===== src/rtl/serCmdPkg.sv =====
`timescale 1ns/1ps
package serCmdPkg;
  localparam int NIB_W     = 4;
  localparam int ADDR_W    = 4;
  localparam int NREG      = 2 ** (ADDR_W + 1) - 1;
  localparam int FILE_W    = NREG * NIB_W;
  localparam logic [ADDR_W-1:0] CTL_ADDR  = 4'hF;
  localparam logic [ADDR_W-1:0] LOAD_ADDR = 4'h3;
  localparam int BANK_BIT  = 0;
  localparam int ECHO_BIT  = 1;
  localparam int LOAD_BIT  = 0;
  localparam logic [NIB_W-1:0] CTL_RST = 4'b0010;

  typedef struct packed {
    logic              wr;
    logic [ADDR_W-1:0] addr;
    logic [NIB_W-1:0]  data;
    logic              apply;
  } cmdStrobe_t;
endpackage


===== src/rtl/serRx.sv =====
`timescale 1ns/1ps
module serRx #(parameter int DIV_W = 12) (
  input  logic             clk,
  input  logic             rst,
  input  logic             rxIn,
  input  logic [DIV_W-1:0] div,
  output logic             rxValid,
  output logic [7:0]       rxByte
);
  typedef enum logic [2:0] {IDLE, START, DATA, STOP, WAITHI} rxState_t;
  rxState_t state;
  logic [1:0] syncQ;
  logic rxS;
  logic [DIV_W-1:0] cnt;
  logic [2:0] bitIdx;
  logic [7:0] sh;

  assign rxS = syncQ[1];

  always_ff @(posedge clk) begin
    if (rst) begin
      syncQ <= 2'b11; state <= IDLE; cnt <= '0; bitIdx <= '0;
      sh <= '0; rxValid <= 1'b0; rxByte <= '0;
    end else begin
      syncQ <= {syncQ[0], rxIn};
      rxValid <= 1'b0;
      case (state)
        IDLE: if (!rxS) begin
          cnt <= (div >> 1) - 1'b1;
          state <= START;
        end
        START: if (cnt == '0) begin
          if (!rxS) begin cnt <= div - 1'b1; bitIdx <= '0; state <= DATA; end
          else state <= IDLE;
        end else cnt <= cnt - 1'b1;
        DATA: if (cnt == '0) begin
          sh <= {rxS, sh[7:1]};
          cnt <= div - 1'b1;
          if (bitIdx == 3'd7) state <= STOP;
          else bitIdx <= bitIdx + 1'b1;
        end else cnt <= cnt - 1'b1;
        STOP: if (cnt == '0) begin
          if (rxS) begin rxValid <= 1'b1; rxByte <= sh; state <= IDLE; end
          else state <= WAITHI;
        end else cnt <= cnt - 1'b1;
        default: if (rxS) state <= IDLE;
      endcase
    end
  end
endmodule


===== src/rtl/serTx.sv =====
`timescale 1ns/1ps
module serTx #(parameter int DIV_W = 12) (
  input  logic             clk,
  input  logic             rst,
  input  logic             txStart,
  input  logic [7:0]       txByte,
  input  logic [DIV_W-1:0] div,
  output logic             txOut,
  output logic             txDone
);
  logic busy;
  logic [9:0] frm;
  logic [DIV_W-1:0] cnt;
  logic [3:0] bitIdx;

  assign txOut = busy ? frm[0] : 1'b1;

  always_ff @(posedge clk) begin
    if (rst) begin
      busy <= 1'b0; txDone <= 1'b0; frm <= '1; cnt <= '0; bitIdx <= '0;
    end else begin
      txDone <= 1'b0;
      if (!busy) begin
        if (txStart) begin
          busy <= 1'b1; frm <= {1'b1, txByte, 1'b0};
          cnt <= div - 1'b1; bitIdx <= '0;
        end
      end else if (cnt == '0) begin
        if (bitIdx == 4'd9) begin
          busy <= 1'b0; txDone <= 1'b1;
        end else begin
          frm <= {1'b1, frm[9:1]}; bitIdx <= bitIdx + 1'b1; cnt <= div - 1'b1;
        end
      end else cnt <= cnt - 1'b1;
    end
  end
endmodule


===== src/rtl/regCtrl.sv =====
`timescale 1ns/1ps
module regCtrl
  import serCmdPkg::*;
(
  input  logic       clk,
  input  logic       rst,
  input  logic       cmdSelN,
  input  logic       rxValid,
  input  logic [7:0] rxByte,
  input  logic       bankSel,
  input  logic       echoEn,
  input  logic       txDone,
  output logic       txStart,
  output logic [7:0] txByte,
  output cmdStrobe_t strb,
  output logic       echoActive,
  output logic       bufValid
);
  logic [7:0] bufByte;
  logic bufLoad, curLoad;
  logic echoNew, isLoad, doEcho;

  always_comb begin
    strb.wr   = rxValid & ~cmdSelN;
    strb.addr = rxByte[7:4];
    strb.data = rxByte[3:0];
    echoNew   = (strb.addr == CTL_ADDR) ? strb.data[ECHO_BIT] : echoEn;
    isLoad    = strb.wr & ~bankSel & (strb.addr == LOAD_ADDR) & strb.data[LOAD_BIT];
    doEcho    = strb.wr & echoNew;
    strb.apply = (isLoad & ~echoNew) | (txDone & curLoad);
  end

  always_ff @(posedge clk) begin
    if (rst) begin
      txStart <= 1'b0; txByte <= '0; echoActive <= 1'b0; curLoad <= 1'b0;
      bufValid <= 1'b0; bufByte <= '0; bufLoad <= 1'b0;
    end else begin
      txStart <= 1'b0;
      if (txDone) begin
        if (bufValid) begin
          txStart <= 1'b1; txByte <= bufByte; curLoad <= bufLoad; bufValid <= 1'b0;
        end else begin
          echoActive <= 1'b0; curLoad <= 1'b0;
        end
      end
      if (doEcho) begin
        if (!echoActive || (txDone && !bufValid)) begin
          txStart <= 1'b1; txByte <= rxByte; curLoad <= isLoad; echoActive <= 1'b1;
        end else if (!bufValid || txDone) begin
          bufValid <= 1'b1; bufByte <= rxByte; bufLoad <= isLoad;
        end
      end
    end
  end
endmodule


===== src/rtl/regDp.sv =====
`timescale 1ns/1ps
module regDp
  import serCmdPkg::*;
#(
  parameter int DIV_W   = 12,
  parameter int DEF_DIV = 16
) (
  input  logic              clk,
  input  logic              rst,
  input  cmdStrobe_t        strb,
  output logic [FILE_W-1:0] regFile,
  output logic [DIV_W-1:0]  baudDiv,
  output logic              bankSel,
  output logic              echoEn
);
  localparam logic [DIV_W-1:0] DEF_VEC = DIV_W'(DEF_DIV);

  function automatic logic [FILE_W-1:0] rstImage();
    logic [FILE_W-1:0] v;
    v = '0;
    v[DIV_W-1:0] = DEF_VEC;
    v[NIB_W*int'(CTL_ADDR) +: NIB_W] = CTL_RST;
    return v;
  endfunction

  localparam logic [FILE_W-1:0] RST_IMG = rstImage();

  logic [FILE_W-1:0] fileQ;
  logic [ADDR_W:0] idx;

  assign bankSel = fileQ[NIB_W*int'(CTL_ADDR) + BANK_BIT];
  assign echoEn  = fileQ[NIB_W*int'(CTL_ADDR) + ECHO_BIT];
  assign idx = (strb.addr == CTL_ADDR) ? {1'b0, CTL_ADDR} : {bankSel, strb.addr};
  assign regFile = fileQ;

  always_ff @(posedge clk) begin
    if (rst) begin
      fileQ <= RST_IMG;
      baudDiv <= DEF_VEC;
    end else begin
      for (int k = 0; k < NREG; k++) begin
        if (strb.wr && idx == (ADDR_W+1)'(k)) fileQ[NIB_W*k +: NIB_W] <= strb.data;
      end
      if (strb.apply) baudDiv <= fileQ[DIV_W-1:0];
    end
  end
endmodule


===== src/rtl/serCmdRegs.sv =====
`timescale 1ns/1ps
module serCmdRegs
  import serCmdPkg::*;
#(
  parameter int DIV_W   = 12,
  parameter int DEF_DIV = 16
) (
  input  logic              clk,
  input  logic              rstN,
  input  logic              pwrDnN,
  input  logic              cmdSelN,
  input  logic              rxIn,
  output logic              txOut,
  output logic [FILE_W-1:0] regFile,
  output logic [DIV_W-1:0]  baudDiv
);
  logic rstEff, rxValid, txDone, txStart, echoActive, bufValid;
  logic bankSel, echoEn, wrStrb;
  logic [7:0] rxByte, txByte;
  cmdStrobe_t strb;

  assign rstEff = ~rstN & pwrDnN;
  assign wrStrb = strb.wr;

  serRx #(.DIV_W(DIV_W)) uRx (
    .clk(clk), .rst(rstEff), .rxIn(rxIn), .div(baudDiv),
    .rxValid(rxValid), .rxByte(rxByte));

  regCtrl uCtrl (
    .clk(clk), .rst(rstEff), .cmdSelN(cmdSelN), .rxValid(rxValid), .rxByte(rxByte),
    .bankSel(bankSel), .echoEn(echoEn), .txDone(txDone), .txStart(txStart),
    .txByte(txByte), .strb(strb), .echoActive(echoActive), .bufValid(bufValid));

  regDp #(.DIV_W(DIV_W), .DEF_DIV(DEF_DIV)) uDp (
    .clk(clk), .rst(rstEff), .strb(strb), .regFile(regFile), .baudDiv(baudDiv),
    .bankSel(bankSel), .echoEn(echoEn));

  serTx #(.DIV_W(DIV_W)) uTx (
    .clk(clk), .rst(rstEff), .txStart(txStart), .txByte(txByte), .div(baudDiv),
    .txOut(txOut), .txDone(txDone));
endmodule


===== config.mk =====
export PLATFORM = sky130hd
export DESIGN_NAME = serCmdRegs
export DESIGN_NICKNAME = d
export VERILOG_FILES = /design/src/rtl/serCmdPkg.sv /design/src/rtl/serRx.sv /design/src/rtl/serTx.sv /design/src/rtl/regCtrl.sv /design/src/rtl/regDp.sv /design/src/rtl/serCmdRegs.sv
export SDC_FILE = /design/constraint.sdc
export NUM_CORES = 1
export LEC_CHECK = 0
export BUFFER_PORTS_ARGS = -buffer_cell sky130_fd_sc_hd__buf_2
export CORE_UTILIZATION = 62
export DETAILED_ROUTE_END_ITERATION = 8
export GPL_TIMING_DRIVEN = 0
export PLACE_DENSITY = 0.86
export SYNTH_ARGS = -nofsm -noshare
export SYNTH_HDL_FRONTEND = slang
export SYNTH_SLANG_ARGS = --single-unit

===== constraint.sdc =====
create_clock -name clk -period 6.66 [get_ports clk]
set_input_delay 0.999 -clock clk [delete_from_list [all_inputs] [get_ports clk]]
set_output_delay 0.999 -clock clk [all_outputs]
set_load 0.005 [all_outputs]

==> reports/qor.yml <==
period_needed_ns: 3.09
dp_hpwl_mm: 19.8
combPwrFrac_pct: 23.4
most-common-layout-cells: "221 x dfxtp_1, 153 x nand2_1, 146 x buf_2"
r2r_end: "uDp.baudDiv[5]"
relSlewSlack_pct: 33.6
cp.buffers_inverters: 2
switching_share_pct: 32.1
hp-start: "uRx.syncQ[0]"
critical-path-slowest-cell: "nor4b_1"
row_count: 45
postCtsSetupRepairBufs: 0
via_count: 9382
syn_area_per_cell_um2: 8.39
ys_types: 68
drv_cap: 0
maxSlewViolCount: 0
cp_top_family: "simple AND/OR/NAND/NOR gates"
tightest_slew_ns: 0.987
gr-usage-met2_pct: 56.7
multi_input_area_um2: 4790
grt_max_degree: 15
crit_chain: "buf_2 > nor4b_2 > nor4b_1 > a22oi_1 > buf_2 > mux2i_1 > nor2_1"
grt_usage_pct: 34.0
clk_path_buf_depth: 3
netlist_area_um2: 9700
dieArea_um2: 16100
final_common_cell: "dfxtp_1"
gr-total-overflow: 0
setup.worst_path.start_class: "input port"
clock_power_share_pct: 36.1
fin_setup_tns_ns: 0
ios: 142
hp-class: "reg -> reg"
final.period_utilization_pct: 46.4
p_switching_mw: 1.22
drt_iter0_markers: 976
path_class: "in -> reg"
skew_ns: 0.0115
fmax_mhz: 323
nFillCells: 1098
regToRegSetupSlack_ns: 3.58
synth_ff_type: "dfxtp_1"
fin_nets: 1338
hold_depth: 1
synth_edf_count: 0
rr_worst_depth: 7
yosysSeqAreaShare_pct: 45.6
drc: 0
rsz0062_at_grt: "false"
power_density_nw_per_um2: 331
final_antenna_net_count: 0
crit_top_cell: "buf_2"
core_um2: 15300
grt_pass1_wl_mm: 44.4
fp.dieH_um: 127
synth_nets: 1172
finalWirelength_mm: 28.2
insertion_delay_ns: 0.53
busiest_layer: "met2"
yosys_warnings: 0
synthCells: 1156
cts_root_buf: "clkbuf_16"
cts-resized-gates: 0
grt_pass1_vias: 8803
synthArstFlopShare_pct: 0
min_to: "uRx.syncQ[1]"
gr-usage-met1_pct: 41.9
cts_num_sinks: 221
seq_area_um2: 4420
vdd_drop_max_mv: 0.251
drt-wirelength-per-cell_um: 18.2
start_util_pct: 63.6
hold_viol: 0
clkTransAtPathRegs_ns: 0.06
cts_max_level: 1
portBuffers: 141
place_congestion: 0.976
cts_inserted_buffers: 23
critPathMaxFanout: 10
cts_tree: "done"
status: "completed"
endpoint_kind: "flip-flop"
cp.arrival_ns: 3.47
cts_hold_buf: 0
antenna_cells: 0
vias_per_cell: 6.06
p_leak_nw: 4.79
r2r_start: "uRx.rxByte[6]"
finalSetupViolCount: 0
intPower_mw: 2.58
total_power_mw: 3.80
power_frac_seq_pct: 40.4
drt_pre_antenna_iters: 6
area_delta_synth_final_pct: 18.3
drive_gt1_share_pct: 15.7
ys_seq_elements: 221
die-width_um: 127
required_ns: 7.04
met3_usage_pct: 7.20
critPathMaxStageDelay_ns: 0.85
antenna_found_initial: 0
metal layers:
| layer | up-vias | part of all wire (%) |
|---|---|---|
| met4 | 0 | 4.7 |
| met1 | 4417 | 40 |
| li1 | 4400 | - |
| met2 | 469 | 47 |
| met3 | 96 | 8.4 |
| met5 | - | 0 |
power groups by stage:
stage	registers, mW	clock network, mW	logic (mW)
after floorplan	1.53	0	0.686
after global placement	1.55	0	0.843
after detailed placement	1.56	0	0.862
after CTS	1.53	1.37	0.871
after global routing	1.55	1.43	0.973
final	1.53	1.37	0.890
registers in the layout (all words and copies together), names as in the netlist, 2 cells and up:
signal / flops
uCtrl.bufByte: 8
uTx.bitIdx: 4
uTx.frm: 9
uRx.rxByte: 8
uRx.cnt: 12
uRx.sh: 8
uRx.bitIdx: 3
uTx.cnt: 12
uDp.regFile: 124
uRx.state: 3
uDp.baudDiv: 12
uRx.syncQ: 2
uCtrl.txByte: 8
layout make-up:
type                       instances  area share (%)
clock buffer                      26            5.29
tap                              211            2.30
buffer                           103            3.60
multi-input combinational        814            41.8
sequential                       221            38.6
timing repair buffer             141            6.15
clock inverter                    14            1.71
inverter                          18           0.589
Yosys cell counts, drive strengths merged (10+ instances only):
| cell | number | area [µm²] |
|---|---|---|
| nor2b | 12 | 75.1 |
| o211ai | 13 | 97.6 |
| o21ai | 18 | 93.8 |
| nand2 | 153 | 574 |
| a311oi | 10 | 87.6 |
| nor3 | 20 | 116 |
| clkbuf | 84 | 317 |
| nand2b | 14 | 87.6 |
| nand3 | 112 | 561 |
| buf | 19 | 96.3 |
| xnor2 | 10 | 87.6 |
| mux2i | 81 | 811 |
| ha | 11 | 138 |
| inv | 18 | 67.6 |
| or4 | 11 | 86.3 |
| dfxtp | 221 | 4420 |
| or3 | 11 | 68.8 |
| a21oi | 118 | 591 |
| nor2 | 107 | 404 |
worst max path at each step:
| stage | endpoint | slack [ns] | cells past startpoint | start |
|---|---|---|---|---|
| 2_1_floorplan | uDp.baudDiv[4] | 3.99 | 6 | cmdSelN |
| 3_3_place_gp | uDp.baudDiv[4] | 3.11 | 7 | cmdSelN |
| 3_5_place_dp | uDp.baudDiv[8] | 3.09 | 7 | cmdSelN |
| 4_1_cts | uDp.baudDiv[5] | 3.60 | 7 | cmdSelN |
| 5_1_grt | uDp.baudDiv[4] | 3.43 | 7 | uRx.rxByte[6] |
| 6_report | uDp.baudDiv[5] | 3.57 | 7 | cmdSelN |
stage by stage:
step | utilization [%] | instance area (µm²) | instances | worst slack [ns] | hold slack [ns]
2_1_floorplan | - | 9700 | 1156 | 3.99 | 0.386
3_3_place_gp | 69.9 | 10700 | 1508 | 3.11 | 0.394
3_5_place_dp | 69.9 | 10700 | 1508 | 3.09 | 0.408
4_1_cts | 75.2 | 11500 | 1548 | 3.60 | 0.424
5_1_grt | 75.2 | 11500 | 1548 | 3.43 | 0.462
6_report | 75.2 | 11500 | 1548 | 3.57 | 0.424
logic make-up (layout without fill, tap and decap cells):
kind of cell	after synthesis	in the layout	synth area share (%)
simple gates	478	478	23.2
xor+xnor	14	14	1.26
fa+ha+maj	12	12	1.52
flops	221	221	45.6
mux	82	82	8.48
buf+inv	121	302	4.95
compound gates	228	228	14.9
No activity file was read; power rests on OpenSTA's default activity.
